--- src/rtl/fp_addsub.sv ---
module fp_addsub #(
  parameter int EXP_W  = 8,
  parameter int FRAC_W = 23
) (
  input  logic                    clk,
  input  logic                    rst_n,
  input  logic [EXP_W+FRAC_W:0]   op_a,
  input  logic [EXP_W+FRAC_W:0]   op_b,
  input  logic                    op_sub,
  output logic [EXP_W+FRAC_W:0]   sum_o,
  output logic                    ovf_o,
  output logic                    unf_o
);
  localparam int WORD_W  = EXP_W + FRAC_W + 1;
  localparam int MW      = FRAC_W + 1;
  localparam int EXT_W   = MW + 3;
  localparam int SH_W    = $clog2(EXT_W + 1);
  localparam int XW      = EXP_W + 2;
  localparam logic [EXP_W-1:0]      EXP_ONES = {EXP_W{1'b1}};
  localparam logic signed [XW-1:0]  EMAX_S   = {2'b00, EXP_ONES};
  localparam logic [WORD_W-1:0]     QNAN     = {1'b0, EXP_ONES, 1'b1, {(FRAC_W-1){1'b0}}};

  logic              sa, sb;
  logic [EXP_W-1:0]  ea, eb;
  logic [FRAC_W-1:0] fa, fb;
  assign sa = op_a[WORD_W-1];
  assign sb = op_b[WORD_W-1] ^ op_sub;
  assign ea = op_a[WORD_W-2:FRAC_W];
  assign eb = op_b[WORD_W-2:FRAC_W];
  assign fa = op_a[FRAC_W-1:0];
  assign fb = op_b[FRAC_W-1:0];

  logic a_zero, b_zero, a_inf, b_inf, a_nan, b_nan;
  assign a_zero = (ea == '0);
  assign b_zero = (eb == '0);
  assign a_inf  = (ea == EXP_ONES) && (fa == '0);
  assign b_inf  = (eb == EXP_ONES) && (fb == '0);
  assign a_nan  = (ea == EXP_ONES) && (fa != '0);
  assign b_nan  = (eb == EXP_ONES) && (fb != '0);

  logic              swap, eff_sub, s_big;
  logic [EXP_W-1:0]  e_big, e_sml, diff;
  logic [FRAC_W-1:0] f_big, f_sml;
  assign swap    = op_b[WORD_W-2:0] > op_a[WORD_W-2:0];
  assign eff_sub = sa ^ sb;
  assign s_big   = swap ? sb : sa;
  assign e_big   = swap ? eb : ea;
  assign e_sml   = swap ? ea : eb;
  assign f_big   = swap ? fb : fa;
  assign f_sml   = swap ? fa : fb;
  assign diff    = e_big - e_sml;

  logic [SH_W-1:0]  sh;
  logic [EXT_W-1:0] big_x, sml_x, shifted, lost_mask, aligned;
  logic             lost;
  assign sh        = (diff > EXP_W'(EXT_W)) ? SH_W'(EXT_W) : diff[SH_W-1:0];
  assign big_x     = {1'b1, f_big, 3'b000};
  assign sml_x     = {1'b1, f_sml, 3'b000};
  assign shifted   = sml_x >> sh;
  assign lost_mask = ({{(EXT_W-1){1'b0}}, 1'b1} << sh) - 1'b1;
  assign lost      = |(sml_x & lost_mask);
  assign aligned   = {shifted[EXT_W-1:1], shifted[0] | lost};

  logic [EXT_W:0] sum_w;
  assign sum_w = eff_sub ? ({1'b0, big_x} - {1'b0, aligned})
                         : ({1'b0, big_x} + {1'b0, aligned});

  logic            carry;
  logic [SH_W-1:0] lz;
  assign carry = sum_w[EXT_W];

  always_comb begin
    logic found;
    found = 1'b0;
    lz    = '0;
    for (int i = EXT_W - 1; i >= 0; i--) begin
      if (!found && sum_w[i]) begin
        lz    = SH_W'(EXT_W - 1 - i);
        found = 1'b1;
      end
    end
    if (carry) lz = '0;
  end

  logic [EXT_W-1:0] norm;
  assign norm = carry ? {sum_w[EXT_W:2], sum_w[1] | sum_w[0]}
                      : (sum_w[EXT_W-1:0] << lz);

  logic [MW-1:0]     mant;
  logic              g_b, r_b, s_b, inc, rcarry;
  logic [MW:0]       rnd;
  logic [FRAC_W-1:0] frac_out;
  assign mant     = norm[EXT_W-1:3];
  assign g_b      = norm[2];
  assign r_b      = norm[1];
  assign s_b      = norm[0];
  assign inc      = g_b & (r_b | s_b | mant[0]);
  assign rnd      = {1'b0, mant} + {{MW{1'b0}}, inc};
  assign rcarry   = rnd[MW];
  assign frac_out = rcarry ? '0 : rnd[FRAC_W-1:0];

  logic signed [XW-1:0] exp_fin;
  assign exp_fin = $signed({2'b00, e_big})
                 + $signed({{(XW-1){1'b0}}, carry})
                 + $signed({{(XW-1){1'b0}}, rcarry})
                 - $signed({{(XW-SH_W){1'b0}}, lz});

  logic [WORD_W-1:0] res_d;
  logic              ovf_d, unf_d;

  always_comb begin
    res_d = '0;
    ovf_d = 1'b0;
    unf_d = 1'b0;
    if (a_nan || b_nan || (a_inf && b_inf && eff_sub))
      res_d = QNAN;
    else if (a_inf)
      res_d = {sa, EXP_ONES, {FRAC_W{1'b0}}};
    else if (b_inf)
      res_d = {sb, EXP_ONES, {FRAC_W{1'b0}}};
    else if (a_zero && b_zero)
      res_d = {sa & sb, {(WORD_W-1){1'b0}}};
    else if (a_zero)
      res_d = {sb, op_b[WORD_W-2:0]};
    else if (b_zero)
      res_d = op_a;
    else if (sum_w == '0)
      res_d = '0;
    else if (exp_fin >= EMAX_S) begin
      res_d = {s_big, EXP_ONES, {FRAC_W{1'b0}}};
      ovf_d = 1'b1;
    end else if (exp_fin[XW-1] || exp_fin == '0) begin
      res_d = {s_big, {(WORD_W-1){1'b0}}};
      unf_d = 1'b1;
    end else
      res_d = {s_big, exp_fin[EXP_W-1:0], frac_out};
  end

  always_ff @(posedge clk or negedge rst_n) begin
    if (!rst_n) begin
      sum_o <= '0;
      ovf_o <= 1'b0;
      unf_o <= 1'b0;
    end else begin
      sum_o <= res_d;
      ovf_o <= ovf_d;
      unf_o <= unf_d;
    end
  end

  logic started;
  always_ff @(posedge clk or negedge rst_n) begin
    if (!rst_n) started <= 1'b0;
    else        started <= 1'b1;
  end

  p_ovf_inf_r3: assert property (@(posedge clk) disable iff (!rst_n)
    ovf_o |-> (sum_o[WORD_W-2:FRAC_W] == EXP_ONES && sum_o[FRAC_W-1:0] == '0));

  p_flags_excl_r3: assert property (@(posedge clk) disable iff (!rst_n)
    !(ovf_o && unf_o));

  p_nan_out_r7: assert property (@(posedge clk) disable iff (!rst_n)
    (started && $past(a_nan || b_nan)) |->
      (sum_o[WORD_W-2:FRAC_W] == EXP_ONES && sum_o[FRAC_W-1:0] != '0));

  p_unf_zero_r10: assert property (@(posedge clk) disable iff (!rst_n)
    unf_o |-> (sum_o[WORD_W-2:0] == '0));

  p_no_subnormal_r10: assert property (@(posedge clk) disable iff (!rst_n)
    (sum_o[WORD_W-2:FRAC_W] == '0) |-> (sum_o[FRAC_W-1:0] == '0));

  p_self_cancel_r4: assert property (@(posedge clk) disable iff (!rst_n)
    (started && $past(op_sub && op_a == op_b && op_a[WORD_W-2:FRAC_W] != EXP_ONES))
      |-> (sum_o == '0 && !ovf_o && !unf_o));
endmodule

--- config.mk ---
export PLATFORM = sky130hd
export DESIGN_NAME = fp_addsub
export DESIGN_NICKNAME = d
export VERILOG_FILES = /design/src/rtl/fp_addsub.sv
export SDC_FILE = /design/constraint.sdc
export NUM_CORES = 1
export LEC_CHECK = 0
export BUFFER_PORTS_ARGS = -buffer_cell sky130_fd_sc_hd__buf_2
export CORE_MARGIN = 10
export CORE_UTILIZATION = 60
export CTS_BUF_LIST = sky130_fd_sc_hd__clkbuf_16
export CTS_CLUSTER_DIAMETER = 100
export DETAILED_ROUTE_END_ITERATION = 10
export PLACE_DENSITY_LB_ADDON = 0.08
export SYNTH_ARGS = -nofsm -noshare
export SYNTH_HDL_FRONTEND = slang
export SYNTH_SLANG_ARGS = --single-unit
--- constraint.sdc ---
create_clock -name clk -period 0.85 [get_ports clk]
set_clock_uncertainty 0.05 [all_clocks]
set_input_delay 0.255 -clock clk [delete_from_list [all_inputs] [get_ports clk]]
set_output_delay 0.255 -clock clk [all_outputs]
set_load 0.05 [all_outputs]
==> results of run 1 <==
cells by family after synthesis:
family | Yosys count | share of synthesized area
and+or+nand+nor | 728 | 0.278
adders and majority gates | 97 | 0.0962
buffers and inverters | 213 | 0.0673
muxes | 71 | 0.0619
AOI/OAI and AO/OA | 737 | 0.396
xor gates and xnor gates | 50 | 0.0341
DFF | 34 | 0.0662
synth_stat cells, drive strengths merged (29+ instances only):
library cell and number:
dfrtp 34, o22ai 39, a211oi 29, a21oi 168
nor4 30, nor3 71, buf 30, xnor2 33
nand2 219, mux2i 48, ha 94, o21ai 162
nand3 69, inv 98, nor2 179, a22oi 33
nand4 31, clkbuf 84, o211ai 35
per-stage QoR:
| stage | hold WS, ns | setup TNS (ns) |
|---|---|---|
| after global placement | 0.167 | -395.36 |
| after detailed placement | 0.174 | -440.02 |
| after floorplan | -0.0906 | -404.02 |
==> flow_results.org, run 1 <==
** Synthesis
- Library cell with the largest summed area after synthesis :: ha_1
- Sequential-to-total area share from yosys stat :: 0.0662
- Post-synthesis cell area :: 12800 um2
- Synthesis instantiated 115 different standard cells from the library.
- Yosys mapped a number of flops with a built-in enable equal to 0.
- Commonest register cell after synthesis :: dfrtp_1
- Instance count of the mapped netlist :: 1930
- Async set or reset register ratio after synthesis :: 1.00
- Share of the synthesized area in the top cell type :: 0.0915
- In this run, synthesis produced a sequential element count of 34.
- For this run, the number of Yosys warnings is 0.
- Syn avg cell area :: 6.66 um2
- Net count after synthesis :: 2094
- Biggest area contributors in the synthesized netlist :: ha_1, dfrtp_1, a21oi_1, nand2_1, o21ai_0

** Placed design
- I/O Buffers :: 100
- The wire-length estimate of the detail-placed layout is 65.3 mm.
- The number of placed instances, taps included, is 2980.
- Placement-stage cell area :: 19500 um2
- Prior to clock tree synthesis, the placed netlist has a worst setup slack of -13.14 ns.
- Routability-driven placement finished with a final weighted congestion of 1.30.

** Floorplanning
- Initial Util :: 0.611
- 101 I/O pins were placed.
- The initialized floorplan defines 53 standard-cell rows.
- From bottom edge to top edge, the die measures 166 um.
- DIE WIDTH :: 166 um

** Run status
- The first error in the log reads "[ERROR DPL-0038] Utilization greater than 100%, impossible to legalize".
- The flow did not finish.
- Halt point of the flow :: clock tree synthesis (4_1_cts)

** Clock tree
- CTS Hold Bufs :: 1
- In this run the post-CTS setup repair buffer count came out at 90.
- Deepest clock path buffer count :: 2
- The number of clock buffers added by TritonCTS is 5.
- Once the clock tree was built, the resizer swapped 316 gates to a different size.
- Clock Tree Root :: clkbuf_16
- H-Tree Depth :: 2
- Sink count of the clock tree :: 34
==> run 2, diff against run 1 <==
==> config.mk (replaced) <==
export PLATFORM = sky130hd
export DESIGN_NAME = fp_addsub
export DESIGN_NICKNAME = d
export VERILOG_FILES = /design/src/rtl/fp_addsub.sv
export SDC_FILE = /design/constraint.sdc
export NUM_CORES = 1
export LEC_CHECK = 0
export BUFFER_PORTS_ARGS = -buffer_cell sky130_fd_sc_hd__buf_2
export CORE_MARGIN = 10
export CORE_UTILIZATION = 40
export DETAILED_ROUTE_END_ITERATION = 10
export PLACE_DENSITY_LB_ADDON = 0.15
export SYNTH_ARGS = -nofsm -noshare
export SYNTH_HDL_FRONTEND = slang
export SYNTH_SLANG_ARGS = --single-unit
==> flow_results.org, run 2 <==
** Synthesis
- The biggest area contributor in the post-synthesis netlist is ha_1.
- Post-synthesis cell area :: 12800 um2
- nand2_1 is the most common cell in the netlist.
- Commonest register cell after synthesis :: dfrtp_1
- Adder-Cell Fraction of Synth Area :: 0.0962
- Net count after synthesis :: 2094
- Of the post-synthesis cell area, the dominant cell type holds 0.0915.
- Synthesis produced a netlist whose cell count is 1930.
- After synthesis, the cell types taking the most area are ha_1, dfrtp_1, a21oi_1, nand2_1, o21ai_0.
- Synth Warn # :: 0
- Post-synthesis compound-gate area fraction :: 0.396
- In this run, synthesis inferred 0 flip-flops with an integrated enable.
- The netlist uses 115 different library cells.
- Main combinational cell family by area after synthesis :: compound AO/OA/AOI/OAI gates
- Sequential-to-total area share from yosys stat :: 0.0662
- The portion of synthesized area spent on multiplexers is 0.0619.
- The average instance in the mapped netlist occupies 6.66 um2.
- Top cells by instance count after synthesis :: nand2_1, nor2_1, a21oi_1
- Parity-gate share of the synthesized area counting xor and xnor cells :: 0.0341
- Of the total synthesized cell area, the portion taken by AND, OR, NAND and NOR gates is 0.278.
- Async set or reset register ratio after synthesis :: 1.00
- Synthesis inferred 34 register bits.

** Power and ir drop
- IR drop worst, VDD :: 2100 uV
- In this run the static leakage power is 0.0104 uW.
- Cell area power density :: 2530 nW/um2

** Final layout
- The largest registers in the layout are sum_o x32, ovf_o x1, unf_o x1.
- Ranked by flip-flop count, first place goes to sum_o.
- The finished layout holds 3265 standard cells, fillers aside.
- In the final layout, the share of cells above drive strength 1 is 0.489.
- Area growth, synth to finish :: 77.8%
- Highest-count cells in the layout ignoring fill and taps :: buf_4, nand2_1, nor2_1
- With fillers left out, the area of the finished cells amounts to 22800 um2.
- Max reg flops :: 32
- Number of filler instances in the final layout :: 2443
- At the end of the flow, the number of nets in the layout was 3024.
- Leaving out fill and tap cells, the most frequent cell in the layout is buf_4.

** Detailed routing
- Count of routing violations after the opening detailed-route iteration :: 2915
- Summed over all layers, the routed wires come to 83.4 mm.
- The routed layout has 21300 vias.
- DR WL/cell :: 25.6 um
- First-pass detailed-route iteration total :: 8
- Once detail routing completed, the nets flagged for antenna violations numbered 0.
- Dividing the detail-routed via count by the number of cells gives 6.52.
- After detailed routing, the number of remaining DRC violations is 0.

** STA
- After layout, the minimum clock period comes to 13.36 ns.
- Tightest slew margin relative to the limit :: 0.299
- Transition time at the pin with the least slew margin :: 1.04 ns
- Summed over all failing endpoints, the final setup total negative slack is -426.74 ns.
- Hold timing on the final database bottoms out at a slack of 0.321 ns.
- Number of max-slew violations in the final report :: 0
- In the finished design, the share of the clock period the worst path needs comes to 15.7.
- Setup repair after global routing could not meet its margin everywhere.
- Setup violations remaining at the end of the flow were counted as 68.
- Across all setup checks in the final design, the least slack found is -12.51 ns.
- Fmax :: 74.9 MHz
- Count of endpoints failing hold in the final timing report :: 0

** Floorplanning
- In this run the standard cell core region covers 31600 um2.
- DIE WIDTH :: 199 um
- The floorplan step defined a die boundary enclosing 39700 um2.
- Initial Util :: 0.406
- During I/O placement, the number of pins put on the boundary was 101.
- The floorplan has 65 rows.
- The die is 199 um tall.

** Worst setup path
- Along the worst path, the maximum fanout reaches 10.
- STA classifies the critical path endpoint as a flip-flop.
- For this run, the slowest stage of the critical path takes 0.57 ns.
- The number of buffers and inverters on the critical path is 14.
- Data on the critical path arrives at its endpoint at 13.49 ns.
- Most used cell, CP :: buf_4
- For the worst setup path, the data required time is 0.98 ns.
- CP max stage cell :: or4_4
- Classification of the worst setup path :: in2reg
- Critical Path Source Type :: input pin
- Cell family with the largest share of critical-path delay :: compound AO/OA/AOI/OAI gates

** Global routing
- The first global-routing pass estimated 118 mm of wire.
- For this run, the total global-route usage over all layers was measured as 0.383.
- Met3 usage in global routing :: 0.0765
- Aggregate global routing overflow :: 0
- In the global route stage, met1 resource usage came out at 0.460.
- Vias in the first global route :: 20200
- met2 is the most crowded layer.
- For this run, global-route usage on met2 was measured as 0.611.
- Largest net degree at the start of global routing :: 69
- Number of antenna violations at the first check in global routing :: 1

** Clock tree
- TritonCTS clock tree :: done
- Clock Tree Root :: clkbuf_16
- Number of buffers created by CTS :: 5
- Sink count of the clock tree :: 34
- CTS built an H-tree with a depth of 2.
- After clock tree synthesis, the clock-pin slew on the worst setup and hold paths is 0.06 ns.
- Deepest clock path buffer count :: 2

** Worst hold path
- Class of the most critical hold timing path :: in2reg

** Run status
- The final reports fail on negative setup slack.
- The flow ran to the end, but the final reports show violations.

** Flow run
- # Max-Cap Violations :: 0

** Placed design
- In this run the tool buffered the top-level ports with 100 buffer cells.
- HPWL after detailed placement :: 62.2 mm
- The congestion estimate from routability-driven global placement came to 1.12.
- In this run, placement finished with an instance count of 3160.
- In this run the cell area measured after placement is 20100 um2.
==> run 2: cell families after synthesis <==
kind of cell               after synthesis
AOI/OAI and AO/OA                      737
and+or+nand+nor                        728
buffers and inverters                  213
adders and majority gates               97
muxes                                   71
xor gates and xnor gates                50
DFF                                     34
==> run 2: metrics by stage <==
step,utilization,total power [uW],worst slack (ns)
final,0.722,57900,-12.51
after floorplan,-,24600,-12.11
after global placement,0.636,45800,-12.40
after CTS,0.692,52300,-11.90
after global routing,0.722,60000,-12.88
after detailed placement,0.636,46200,-12.63
==> run 2: area by class of cell <==
cell class,instances,area [um2],share of cell area
Clock inverter,1,30.0,0.00131
Inverter,99,385,0.0169
Clock buffer,6,139,0.00608
Sequential cell,34,891,0.0390
Tap cell,402,503,0.0220
Multi-Input combinational cell,1683,12800,0.559
Timing Repair Buffer,1037,8120,0.355
Antenna cell,3,7.51,0.000329
==> run 2: path summary, 6_finish.rpt <==
kind                          start                   to  slack, ns  depth (start not counted)
worst min-delay path        op_b[0]   sum_o[0]$_DFF_PN0_       0.32                          3
max in group asynchronous     rst_n  sum_o[10]$_DFF_PN0_       0.11                          3
worst max-delay path       op_a[11]   sum_o[5]$_DFF_PN0_     -12.51                         74
min in group asynchronous     rst_n  sum_o[28]$_DFF_PN0_       0.43                          3
==> run 2: what timing repair did <==
item / CTS / global route
pin swaps: 88 / 79
gates cloned: 1 / 2
setup endpoints to repair: 68 / 68
hold buffers: 1 / 0
resized for setup: 263 / 143
hold endpoints to repair: 34 / 0
setup buffers: 83 / 27
==> run 2: tightest hold or removal path, stage by stage <==
cell	delay [ns]
buf_4	0.12
a22oi_1	0.10
o22ai_2	0.14
==> run 2: metal layers <==
metal  part of all wire  vias to the layer above
met2               0.43                     1613
met1               0.36                    10000
met3               0.12                      461
li1                   -                     9209
met4              0.083                        4
met5             0.0010                        -
==> run 2: power breakdown <==
group / switching (uW) / internal (uW) / total [uW]
Combinational: 28900 / 23800 / 52700
Sequential: 581 / 2450 / 3030
Clock: 742 / 1450 / 2190
Note: power is estimated with default switching activity, not from simulation.
